===== src/rtl/mltx_sync_pkg.sv =====
package mltx_sync_pkg;

   typedef enum logic [1:0] {
      PH_SYNC  = 2'b00,
      PH_ALIGN = 2'b01,
      PH_DATA  = 2'b10
   } phase_e;

   localparam int CFG_W = 8;

endpackage


===== src/rtl/mltx_sync_in.sv =====
module mltx_sync_in #(
   parameter int N_LINKS     = 2,
   parameter int SYNC_STAGES = 2
) (
   input  logic               clk,
   input  logic               rst,
   input  logic [N_LINKS-1:0] sync_n_i,
   input  logic [N_LINKS-1:0] link_dis_i,
   output logic               any_req_o
);

   logic [N_LINKS-1:0] synced;
   logic [N_LINKS-1:0] masked;

   generate
      if (N_LINKS < 1) begin : g_bad_links
         $error("mltx_sync_in: N_LINKS must be at least 1");
      end
      if (SYNC_STAGES < 0) begin : g_bad_stages
         $error("mltx_sync_in: SYNC_STAGES must not be negative");
      end

      if (SYNC_STAGES == 0) begin : g_bypass
         assign synced = sync_n_i;
      end else begin : g_chain
         logic [N_LINKS-1:0] pipe_q [SYNC_STAGES];
         always_ff @(posedge clk) begin
            if (rst) begin
               for (int i = 0; i < SYNC_STAGES; i++) pipe_q[i] <= '1;
            end else begin
               pipe_q[0] <= sync_n_i;
               for (int i = 1; i < SYNC_STAGES; i++) pipe_q[i] <= pipe_q[i-1];
            end
         end
         assign synced = pipe_q[SYNC_STAGES-1];
      end
   endgenerate

   // disabled links are forced to the released (high) level
   assign masked    = synced | link_dis_i;
   assign any_req_o = ~&masked;

   AST_DIS_MASK: assert property (@(posedge clk) disable iff (rst)
      (&link_dis_i) |-> !any_req_o);

endmodule


===== src/rtl/mltx_mf_timer.sv =====
module mltx_mf_timer
   import mltx_sync_pkg::*;
(
   input  logic             clk,
   input  logic             rst,
   input  logic [CFG_W-1:0] beats_cfg_i,
   output logic [CFG_W-1:0] beat_o,
   output logic             mf_end_o
);

   logic [CFG_W-1:0] beat_q;

   assign mf_end_o = (beat_q == beats_cfg_i);
   assign beat_o   = beat_q;

   always_ff @(posedge clk) begin
      if (rst)           beat_q <= '0;
      else if (mf_end_o) beat_q <= '0;
      else               beat_q <= beat_q + CFG_W'(1);
   end

   AST_BEAT_WRAP: assert property (@(posedge clk) disable iff (rst)
      mf_end_o |=> (beat_o == '0));

endmodule


===== src/rtl/mltx_phase_fsm.sv =====
module mltx_phase_fsm
   import mltx_sync_pkg::*;
(
   input  logic             clk,
   input  logic             rst,
   input  logic             req_i,
   input  logic             mf_end_i,
   input  logic [CFG_W-1:0] align_mf_cfg_i,
   output phase_e           phase_o
);

   phase_e           state_q;
   logic [CFG_W-1:0] mf_q;

   always_ff @(posedge clk) begin
      if (rst) begin
         state_q <= PH_SYNC;
         mf_q    <= '0;
      end else begin
         unique case (state_q)
            PH_SYNC: begin
               mf_q <= '0;
               if (!req_i && mf_end_i) state_q <= PH_ALIGN;
            end
            PH_ALIGN: begin
               if (req_i) begin
                  state_q <= PH_SYNC;
                  mf_q    <= '0;
               end else if (mf_end_i) begin
                  if (mf_q == align_mf_cfg_i) state_q <= PH_DATA;
                  else                        mf_q    <= mf_q + CFG_W'(1);
               end
            end
            PH_DATA: begin
               if (req_i) begin
                  state_q <= PH_SYNC;
                  mf_q    <= '0;
               end
            end
            default: begin
               state_q <= PH_SYNC;
               mf_q    <= '0;
            end
         endcase
      end
   end

   assign phase_o = state_q;

   AST_SYNC_HELD: assert property (@(posedge clk) disable iff (rst)
      (state_q == PH_SYNC && req_i) |=> (state_q == PH_SYNC));
   AST_EXIT_ON_BOUNDARY: assert property (@(posedge clk) disable iff (rst)
      (state_q == PH_SYNC && !mf_end_i) |=> (state_q == PH_SYNC));
   AST_NO_SKIP: assert property (@(posedge clk) disable iff (rst)
      (state_q == PH_SYNC) |=> (state_q != PH_DATA));
   AST_MF_BOUND: assert property (@(posedge clk) disable iff (rst)
      (state_q == PH_ALIGN) |-> (mf_q <= align_mf_cfg_i));
   AST_REQ_FORCES_SYNC: assert property (@(posedge clk) disable iff (rst)
      (state_q != PH_SYNC && req_i) |=> (state_q == PH_SYNC));

endmodule


===== src/rtl/mltx_sync_ctrl.sv =====
module mltx_sync_ctrl
   import mltx_sync_pkg::*;
#(
   parameter int N_LINKS     = 2,
   parameter int SYNC_STAGES = 2,
   parameter int CFG_WORDS   = 4,
   localparam int CFG_ADDR_W = (CFG_WORDS > 1) ? $clog2(CFG_WORDS) : 1
) (
   input  logic                  clk,
   input  logic                  rst,
   input  logic [N_LINKS-1:0]    sync_n_i,
   input  logic [N_LINKS-1:0]    link_dis_i,
   input  logic [7:0]            beats_cfg_i,
   input  logic [7:0]            align_mf_cfg_i,
   input  logic                  manual_sync_i,
   output logic [1:0]            phase_o,
   output logic                  ready_o,
   output logic                  cfg_rd_o,
   output logic [CFG_ADDR_W-1:0] cfg_addr_o
);

   localparam logic [CFG_W-1:0] WORDS_B = CFG_W'(CFG_WORDS);

   generate
      if (CFG_WORDS < 2 || (CFG_WORDS & (CFG_WORDS - 1)) != 0 || CFG_WORDS > 128) begin : g_bad_words
         $error("mltx_sync_ctrl: CFG_WORDS must be a power of two from 2 to 128");
      end
   endgenerate

   logic             link_req;
   logic             req;
   logic [CFG_W-1:0] beat;
   logic             mf_end;
   phase_e           phase;

   mltx_sync_in #(
      .N_LINKS     (N_LINKS),
      .SYNC_STAGES (SYNC_STAGES)
   ) u_sync_in (
      .clk        (clk),
      .rst        (rst),
      .sync_n_i   (sync_n_i),
      .link_dis_i (link_dis_i),
      .any_req_o  (link_req)
   );

   mltx_mf_timer u_timer (
      .clk         (clk),
      .rst         (rst),
      .beats_cfg_i (beats_cfg_i),
      .beat_o      (beat),
      .mf_end_o    (mf_end)
   );

   assign req = link_req | manual_sync_i;

   mltx_phase_fsm u_fsm (
      .clk            (clk),
      .rst            (rst),
      .req_i          (req),
      .mf_end_i       (mf_end),
      .align_mf_cfg_i (align_mf_cfg_i),
      .phase_o        (phase)
   );

   assign phase_o    = phase;
   assign ready_o    = (phase == PH_DATA);
   assign cfg_rd_o   = (phase == PH_ALIGN) && (beat < WORDS_B);
   assign cfg_addr_o = beat[CFG_ADDR_W-1:0];

   AST_RD_ONLY_ALIGN: assert property (@(posedge clk) disable iff (rst)
      cfg_rd_o |-> (phase_o == 2'b01));
   AST_MANUAL_DROPS_READY: assert property (@(posedge clk) disable iff (rst)
      manual_sync_i |=> !ready_o);
   AST_READY_ONLY_DATA: assert property (@(posedge clk) disable iff (rst)
      ready_o |-> (phase_o == 2'b10));

endmodule


===== config.mk =====
export PLATFORM = sky130hd
export DESIGN_NAME = mltx_sync_ctrl
export DESIGN_NICKNAME = d
export VERILOG_FILES = /design/src/rtl/mltx_sync_pkg.sv /design/src/rtl/mltx_sync_in.sv /design/src/rtl/mltx_mf_timer.sv /design/src/rtl/mltx_phase_fsm.sv /design/src/rtl/mltx_sync_ctrl.sv
export SDC_FILE = /design/constraint.sdc
export NUM_CORES = 1
export LEC_CHECK = 0
export ABC_AREA = 1
export CAP_MARGIN = 20
export CORE_ASPECT_RATIO = 1.25
export CORE_MARGIN = 1.5
export CORE_UTILIZATION = 45
export CTS_CLUSTER_SIZE = 24
export DETAILED_ROUTE_END_ITERATION = 7
export PLACE_DENSITY_LB_ADDON = 0.2
export SETUP_SLACK_MARGIN = 0.05
export SLEW_MARGIN = 20
export SYNTH_ARGS = -nofsm -noshare
export SYNTH_HDL_FRONTEND = slang
export SYNTH_SLANG_ARGS = --single-unit

===== constraint.sdc =====
create_clock -name clk -period 1.2 [get_ports clk]
set_input_delay 0.3 -clock clk [delete_from_list [all_inputs] [get_ports clk]]
set_output_delay 0.3 -clock clk [all_outputs]
set_load 0.01 [all_outputs]

==> flow_summary.html, run 1 <==
<table>
<tr><th>Metric</th><th>Value</th></tr>
<tr><th colspan="2">Layout</th></tr>
<tr><td>Commonest cells after routing, fill and taps aside</td><td>39 x sky130_fd_sc_hd__nand2_1, 32 x sky130_fd_sc_hd__buf_4, 19 x sky130_fd_sc_hd__inv_1</td></tr>
<tr><td>Register cell area after layout</td><td>454.2 µm²</td></tr>
<tr><td>Nets</td><td>292</td></tr>
<tr><td>Non-Filler Cell Area, Final</td><td>2228 µm²</td></tr>
<tr><td>Layout cell share with drive strength beyond 1</td><td>46.99%</td></tr>
<tr><td>Commonest non-fill, non-tap cell in the layout</td><td>sky130_fd_sc_hd__nand2_1</td></tr>
<tr><td>Number of diodes</td><td>0</td></tr>
<tr><td>Filler Cell Count</td><td>227</td></tr>
<tr><td>Layout overhead on the synthesized area</td><td>62.80%</td></tr>
<tr><td>Area of combinational cells with multiple inputs</td><td>952.2 µm²</td></tr>
<tr><th colspan="2">Flow run</th></tr>
<tr><td>Reported max-cap violation count</td><td>0</td></tr>
<tr><th colspan="2">Timing</th></tr>
<tr><td>Max-slew headroom at the worst pin</td><td>81.41%</td></tr>
<tr><td>Number of setup violations in the final report</td><td>21</td></tr>
<tr><td>Setup_tns</td><td>-5228 ps</td></tr>
<tr><td>Slew Limit Fails</td><td>0</td></tr>
<tr><td>RSZ-0062 raised after global routing</td><td>yes</td></tr>
<tr><td>Fraction of the cycle the final worst path needs</td><td>128.1%</td></tr>
<tr><td>Count of final hold-check violations</td><td>0</td></tr>
<tr><td>Transition time at the pin with the least slew margin</td><td>277.8 ps</td></tr>
<tr><td>Final worst setup slack</td><td>-337.8 ps</td></tr>
<tr><td>Maximum operating frequency</td><td>650.3 MHz</td></tr>
<tr><td>Largest clock skew in the final design</td><td>1.865 ps</td></tr>
<tr><td>Post-layout min period</td><td>1538 ps</td></tr>
<tr><th colspan="2">Global route</th></tr>
<tr><td>Global-route wire length before repair</td><td>5775 µm</td></tr>
<tr><td>Aggregate global routing overflow</td><td>0</td></tr>
<tr><td>Maximum number of pins on one net before global-route repair</td><td>13</td></tr>
<tr><td>Number of global-route vias before repair</td><td>1431</td></tr>
<tr><td>Number of antenna violations at the first check in global routing</td><td>0</td></tr>
<tr><td>Total global routing track utilization</td><td>22.67%</td></tr>
<tr><th colspan="2">Clock network</th></tr>
<tr><td>Clk sinks</td><td>22</td></tr>
<tr><td>CTS root buf</td><td>sky130_fd_sc_hd__clkbuf_4</td></tr>
<tr><td>Largest buffer count on any clock path</td><td>2</td></tr>
<tr><td>Inserted Clock Buffers</td><td>3</td></tr>
<tr><td>Max H-tree Level</td><td>1</td></tr>
<tr><td>Worst-Skew Late Latency</td><td>310 ps</td></tr>
<tr><td>TritonCTS clock tree</td><td>done</td></tr>
<tr><td>Clock slew seen by the registers of the worst setup and hold paths</td><td>120 ps</td></tr>
<tr><th colspan="2">Floorplan</th></tr>
<tr><td>Overall die width</td><td>52.33 µm</td></tr>
<tr><td>Placeable core area</td><td>2918 µm²</td></tr>
<tr><td>Full die area</td><td>3384 µm²</td></tr>
<tr><td>I/O pin count</td><td>29</td></tr>
<tr><td>Die extent in y</td><td>64.66 µm</td></tr>
<tr><td>Effective utilization at floorplan</td><td>46.91%</td></tr>
<tr><td>Core Rows</td><td>22</td></tr>
<tr><th colspan="2">Power and ir drop</th></tr>
<tr><td>Power, Total</td><td>1.583 mW</td></tr>
<tr><td>Power per cell area</td><td>710.3 nW/µm²</td></tr>
<tr><td>Worst IR Drop VDD</td><td>658.7 µV</td></tr>
<tr><td>Cell leakage power</td><td>1.049 nW</td></tr>
<tr><th colspan="2">Run status</th></tr>
<tr><td>Failing checks</td><td>negative setup slack</td></tr>
<tr><td>Result of the run</td><td>finished with violations</td></tr>
<tr><th colspan="2">Route</th></tr>
<tr><td>Count of routing violations after the opening detailed-route iteration</td><td>19</td></tr>
<tr><td>Post-route ant nets</td><td>0</td></tr>
<tr><td>First-pass DRT Iterations</td><td>6</td></tr>
<tr><td>Post-detailed-routing wire length</td><td>3648 µm</td></tr>
<tr><td>Via density per instance</td><td>4.934</td></tr>
<tr><td>Detailed-route via count</td><td>1490</td></tr>
<tr><td>DRC</td><td>0</td></tr>
<tr><td>Wirelength per Cell</td><td>12.08 µm</td></tr>
<tr><th colspan="2">Critical path</th></tr>
<tr><td>Worst-path cell chain</td><td>buf_6 &gt; xnor2_2 &gt; nand2_1 &gt; nor2_2 &gt; nand2_2 &gt; a21oi_4 &gt; buf_4 &gt; nand3_2 &gt; a21oi_2</td></tr>
<tr><td>Worst-path maximum fanout</td><td>5</td></tr>
<tr><td>Critical Path Sink Type</td><td>flop</td></tr>
<tr><td>Worst R2R Start</td><td>u_timer.beat_o[6]</td></tr>
<tr><td>Startpoint class of the critical path</td><td>flop</td></tr>
<tr><td>Critical path launch point</td><td>u_timer.beat_o[6]</td></tr>
<tr><td>Cell with the biggest individual delay on the critical path</td><td>sky130_fd_sc_hd__dfxtp_2</td></tr>
<tr><td>Arrival time at the worst endpoint</td><td>1790 ps</td></tr>
<tr><td>WP data required</td><td>1450 ps</td></tr>
<tr><td>Setup slack of the worst register-to-register path</td><td>-340 ps</td></tr>
<tr><td>Worst path max stage delay</td><td>340 ps</td></tr>
<tr><td>Type of the worst setup path</td><td>flop to flop</td></tr>
<tr><th colspan="2">Placement</th></tr>
<tr><td>Worst setup slack after placement</td><td>-630.3 ps</td></tr>
<tr><td>Detailed placement HPWL</td><td>2571 µm</td></tr>
<tr><td>Count of input and output buffers</td><td>28</td></tr>
<tr><td>Total placed instance area</td><td>1927 µm²</td></tr>
<tr><td>GP Congestion</td><td>0.8641</td></tr>
<tr><th colspan="2">Logic synthesis</th></tr>
<tr><td>Net count after synthesis</td><td>221</td></tr>
<tr><td>Count of synthesis-stage warnings from yosys</td><td>0</td></tr>
<tr><td>Number of standard cells after synthesis</td><td>196</td></tr>
<tr><td>Register area share after synthesis</td><td>32.18%</td></tr>
<tr><td>Number of flip-flops and latches in the synthesized netlist</td><td>22</td></tr>
<tr><td>Post-Synthesis Cell Area</td><td>1369 µm²</td></tr>
<tr><td>Average size of a mapped cell</td><td>6.984 µm²</td></tr>
<tr><td>Synth unique cells</td><td>29</td></tr>
<tr><th colspan="2">Min path</th></tr>
<tr><td>Hold Crit Start</td><td>u_sync_in.g_chain.pipe_q[0][0]</td></tr>
<tr><td>Type of the tightest min-delay check</td><td>flop to flop</td></tr>
</table>
## report_power, final
group | internal (mW) | switching [mW]
logic | 0.209 | 0.191
clock network | 0.185 | 0.229
registers | 0.754 | 0.0152
## timing repair
action,4_1_cts,5_1_grt
setup buffers,8,6
resized for setup,73,21
endpoints found under the setup margin,24,24
hold buffers,0,0
pin swaps,26,13
## worst paths after layout
kind         cells after the start                              to
max                              9                u_fsm.phase_o[1]
min reg2reg                      1  u_sync_in.g_chain.pipe_q[0][2]
max reg2reg                      9                u_fsm.phase_o[1]
min                              1  u_sync_in.g_chain.pipe_q[0][2]
## per-layer routing
metal  GRT usage [%]  vias to the layer above  wire (µm)
met2           44.84                       24       2129
met4           9.936                        0         72
met3           2.535                        7         80
li1                -                      752          -
met5               0                        -          0
met1           22.29                      707       1366
## worst max-delay path, delay by kind of cell (launching register included)
kind,cells,cell delay [ps]
compound gates,2,370
buf+inv,2,260
xor+xnor,1,100
flops,1,340
simple gates,4,390
## sequential cells by signal, indices dropped and copies added (netlist names)
name                      cells
u_fsm.phase_o                 2
u_timer.beat_o                8
u_sync_in.g_chain.pipe_q      4
u_fsm.mf_q                    8
## logic make-up (layout without fill, tap and decap cells)
logic type | count (synthesis) | count (layout) | share of synthesized area (%)
simple gates | 108 | 108 | 38.85
flops | 22 | 22 | 32.18
fa+ha+maj | 2 | 2 | 1.828
xor+xnor | 15 | 15 | 9.598
buf+inv | 33 | 103 | 9.689
compound gates | 16 | 16 | 7.862
## per-stage QoR
step / instances / hold WS, ps / util (%)
after floorplan: 196 / 389.5 / -
after global placement: 288 / 393.9 / 66.04
after detailed placement: 288 / 394.2 / 66.04
after CTS: 299 / 424.0 / 73.63
after global routing: 302 / 442.6 / 76.37
final: 302 / 423.4 / 76.37
## cell type report
class / count / share of cell area (%)
Inverter: 29 / 4.885
Tap cell: 36 / 2.021
Sequential cell: 22 / 20.38
Timing Repair Buffer: 70 / 28.35
Clock buffer: 4 / 1.628
Multi-Input combinational cell: 141 / 42.73
## synthesized netlist by cell type, drive strengths merged
cell    number  area [µm²]
nand2       53       216.5
inv         29       108.9
o211ai       1       7.510
buf          3       20.01
a21boi       1       7.510
or2          5       31.28
a21oi       10       61.31
xor2         9       78.83
clkbuf       1       3.750
nand4        5       46.29
nand3       10       60.06
o21ai        4       31.28
xnor2        6       52.55
dfxtp       22       440.4
nor3         4       20.02
nor2        28       138.9
ha           2       25.02
nor4         3       18.77
Note: power is estimated with default switching activity, not from simulation.
==> run 2, diff against run 1 <==
CORE_MARGIN = 5   (was 1.5)
==> flow_summary.html, run 2 (synthesis results as in run 1) <==
<table>
<tr><th>Metric</th><th>Value</th></tr>
<tr><th colspan="2">Power and ir drop</th></tr>
<tr><td>Logic pwr share</td><td>23.2%</td></tr>
<tr><td>Power dissipated by switching net loads</td><td>0.4142 mW</td></tr>
<tr><td>Reg power frac</td><td>50.0%</td></tr>
<tr><td>Total internal power</td><td>1.121 mW</td></tr>
<tr><td>Worst IR Drop VDD</td><td>667.5 µV</td></tr>
<tr><td>Cell leakage power</td><td>0.9737 nW</td></tr>
<tr><td>Clock power share</td><td>26.8%</td></tr>
<tr><td>Power per cell area</td><td>718.6 nW/µm²</td></tr>
<tr><td>Switch share</td><td>26.97%</td></tr>
<tr><th colspan="2">Layout</th></tr>
<tr><td>Filler Cell Count</td><td>243</td></tr>
<tr><td>Non-Filler Cell Area, Final</td><td>2137 µm²</td></tr>
<tr><td>Layout cell share with drive strength beyond 1</td><td>43.30%</td></tr>
<tr><td>Number of diodes</td><td>0</td></tr>
<tr><td>Area of combinational cells with multiple inputs</td><td>924.6 µm²</td></tr>
<tr><td>Register cell area after layout</td><td>454.2 µm²</td></tr>
<tr><td>Commonest cells after routing, fill and taps aside</td><td>43 x sky130_fd_sc_hd__nand2_1, 31 x sky130_fd_sc_hd__buf_4, 20 x sky130_fd_sc_hd__inv_1</td></tr>
<tr><td>Nets</td><td>287</td></tr>
<tr><td>Utilization after layout</td><td>72.56%</td></tr>
<tr><td>Commonest non-fill, non-tap cell in the layout</td><td>sky130_fd_sc_hd__nand2_1</td></tr>
<tr><td>Layout overhead on the synthesized area</td><td>56.12%</td></tr>
<tr><th colspan="2">Clock network</th></tr>
<tr><td>TritonCTS clock tree</td><td>done</td></tr>
<tr><td>Largest buffer count on any clock path</td><td>2</td></tr>
<tr><td>Max H-tree Level</td><td>1</td></tr>
<tr><td>Clk sinks</td><td>22</td></tr>
<tr><td>Inserted Clock Buffers</td><td>3</td></tr>
<tr><td>CTS hold repair buffers</td><td>0</td></tr>
<tr><td>CTS root buf</td><td>sky130_fd_sc_hd__clkbuf_4</td></tr>
<tr><td>Worst-Skew Late Latency</td><td>310 ps</td></tr>
<tr><td>Clock slew seen by the registers of the worst setup and hold paths</td><td>120 ps</td></tr>
<tr><th colspan="2">Timing</th></tr>
<tr><td>Post-layout min period</td><td>1554 ps</td></tr>
<tr><td>Setup_tns</td><td>-4458 ps</td></tr>
<tr><td>Largest clock skew in the final design</td><td>2.277 ps</td></tr>
<tr><td>Fraction of the cycle the final worst path needs</td><td>129.5%</td></tr>
<tr><td>Count of final hold-check violations</td><td>0</td></tr>
<tr><td>Max-slew headroom at the worst pin</td><td>74.19%</td></tr>
<tr><td>Maximum operating frequency</td><td>643.6 MHz</td></tr>
<tr><td>RSZ-0062 raised after global routing</td><td>yes</td></tr>
<tr><td>Number of setup violations in the final report</td><td>20</td></tr>
<tr><td>Slew Limit Fails</td><td>0</td></tr>
<tr><td>Transition time at the pin with the least slew margin</td><td>383.1 ps</td></tr>
<tr><td>Final worst setup slack</td><td>-353.7 ps</td></tr>
<tr><th colspan="2">Floorplan</th></tr>
<tr><td>Placeable core area</td><td>2945 µm²</td></tr>
<tr><td>Overall die width</td><td>59.33 µm</td></tr>
<tr><td>Effective utilization at floorplan</td><td>46.47%</td></tr>
<tr><td>Core Rows</td><td>22</td></tr>
<tr><td>I/O pin count</td><td>29</td></tr>
<tr><td>Die extent in y</td><td>71.66 µm</td></tr>
<tr><td>Full die area</td><td>4252 µm²</td></tr>
<tr><th colspan="2">Critical path</th></tr>
<tr><td>Worst-path maximum fanout</td><td>5</td></tr>
<tr><td>Type of the worst setup path</td><td>input port to flop</td></tr>
<tr><td>Critical Path Sink Type</td><td>flop</td></tr>
<tr><td>Arrival time at the worst endpoint</td><td>1800 ps</td></tr>
<tr><td>WP data required</td><td>1450 ps</td></tr>
<tr><td>Startpoint class of the critical path</td><td>input port</td></tr>
<tr><th colspan="2">Global route</th></tr>
<tr><td>Number of antenna violations at the first check in global routing</td><td>0</td></tr>
<tr><td>Number of global-route vias before repair</td><td>1352</td></tr>
<tr><td>Aggregate global routing overflow</td><td>0</td></tr>
<tr><td>Maximum number of pins on one net before global-route repair</td><td>13</td></tr>
<tr><td>Total global routing track utilization</td><td>15.81%</td></tr>
<tr><td>Global-route wire length before repair</td><td>5306 µm</td></tr>
<tr><th colspan="2">Route</th></tr>
<tr><td>Count of routing violations after the opening detailed-route iteration</td><td>54</td></tr>
<tr><td>First-pass DRT Iterations</td><td>6</td></tr>
<tr><td>Detailed-route via count</td><td>1422</td></tr>
<tr><td>Post-route ant nets</td><td>0</td></tr>
<tr><td>Post-detailed-routing wire length</td><td>3289 µm</td></tr>
<tr><td>DRC</td><td>0</td></tr>
<tr><td>Via density per instance</td><td>4.788</td></tr>
<tr><td>Wirelength per Cell</td><td>11.07 µm</td></tr>
<tr><th colspan="2">Placement</th></tr>
<tr><td>GP Congestion</td><td>0.7923</td></tr>
<tr><td>Detailed placement HPWL</td><td>2435 µm</td></tr>
<tr><td>Total placed instance area</td><td>1942 µm²</td></tr>
<tr><td>Count of input and output buffers</td><td>28</td></tr>
<tr><td>Worst setup slack after placement</td><td>-644.2 ps</td></tr>
<tr><th colspan="2">Min path</th></tr>
<tr><td>Type of the tightest min-delay check</td><td>flop to flop</td></tr>
<tr><th colspan="2">Flow run</th></tr>
<tr><td>Reported max-cap violation count</td><td>0</td></tr>
<tr><th colspan="2">Run status</th></tr>
<tr><td>Failing checks</td><td>negative setup slack</td></tr>
<tr><td>Result of the run</td><td>finished with violations</td></tr>
</table>
run 2: cell type report:
type                       count  share of cell area (%)
multi-input combinational    141                   43.27
tap                           36                   2.108
sequential                    22                   21.25
timing repair buffer          65                   26.46
clock buffer                   4                   1.698
inverter                      29                   5.211
run 2: per-stage QoR:
| stage | hold slack [ps] | power, mW | cells |
|---|---|---|---|
| after global routing | 460.3 | 1.622 | 297 |
| after floorplan | 389.5 | 0.9497 | 196 |
| after CTS | 423.3 | 1.536 | 296 |
| after global placement | 392.1 | 1.119 | 290 |
| final | 420.6 | 1.536 | 297 |
| after detailed placement | 393.2 | 1.124 | 290 |
run 2: worst max-delay path: stages:
cell                              delay, ps
sky130_fd_sc_hd__clkdlybuf4s50_1        480
sky130_fd_sc_hd__nand2_1                 60
sky130_fd_sc_hd__nand2_1                 80
sky130_fd_sc_hd__nand2_1                 70
sky130_fd_sc_hd__nor2_2                 140
sky130_fd_sc_hd__nand2_2                110
sky130_fd_sc_hd__a21oi_4                240
sky130_fd_sc_hd__nand4_1                160
sky130_fd_sc_hd__a21oi_1                170
run 2: worst paths after layout:
kind         slack, ps                            from  cells past startpoint                             end
max               -350                  beats_cfg_i[7]                      9                   u_fsm.mf_q[1]
min                420  u_sync_in.g_chain.pipe_q[0][0]                      1  u_sync_in.g_chain.pipe_q[0][2]
max reg2reg       -340               u_timer.beat_o[4]                     10                   u_fsm.mf_q[1]
min reg2reg        420  u_sync_in.g_chain.pipe_q[0][0]                      1  u_sync_in.g_chain.pipe_q[0][2]
run 2: routing by layer:
layer  track usage, %  share of wire, %
met2            31.11                56
met4            4.534               1.6
met5                0                 0
met1            16.76                39
met3            1.802               3.4
run 2: what timing repair did:
item | 4_1_cts | 5_1_grt
setup buffers | 3 | 1
endpoints found under the setup margin | 24 | 22
cloned | 0 | 0
pin swaps | 26 | 11
gates resized for setup | 46 | 31
run 2: power by group through the flow:
stage | registers, mW | logic, mW | clock network (mW)
floorplan | 0.788 | 0.162 | 0
global placement | 0.784 | 0.336 | 0
detailed placement | 0.784 | 0.340 | 0
CTS | 0.768 | 0.340 | 0.428
global route | 0.772 | 0.391 | 0.459
finish | 0.768 | 0.357 | 0.411
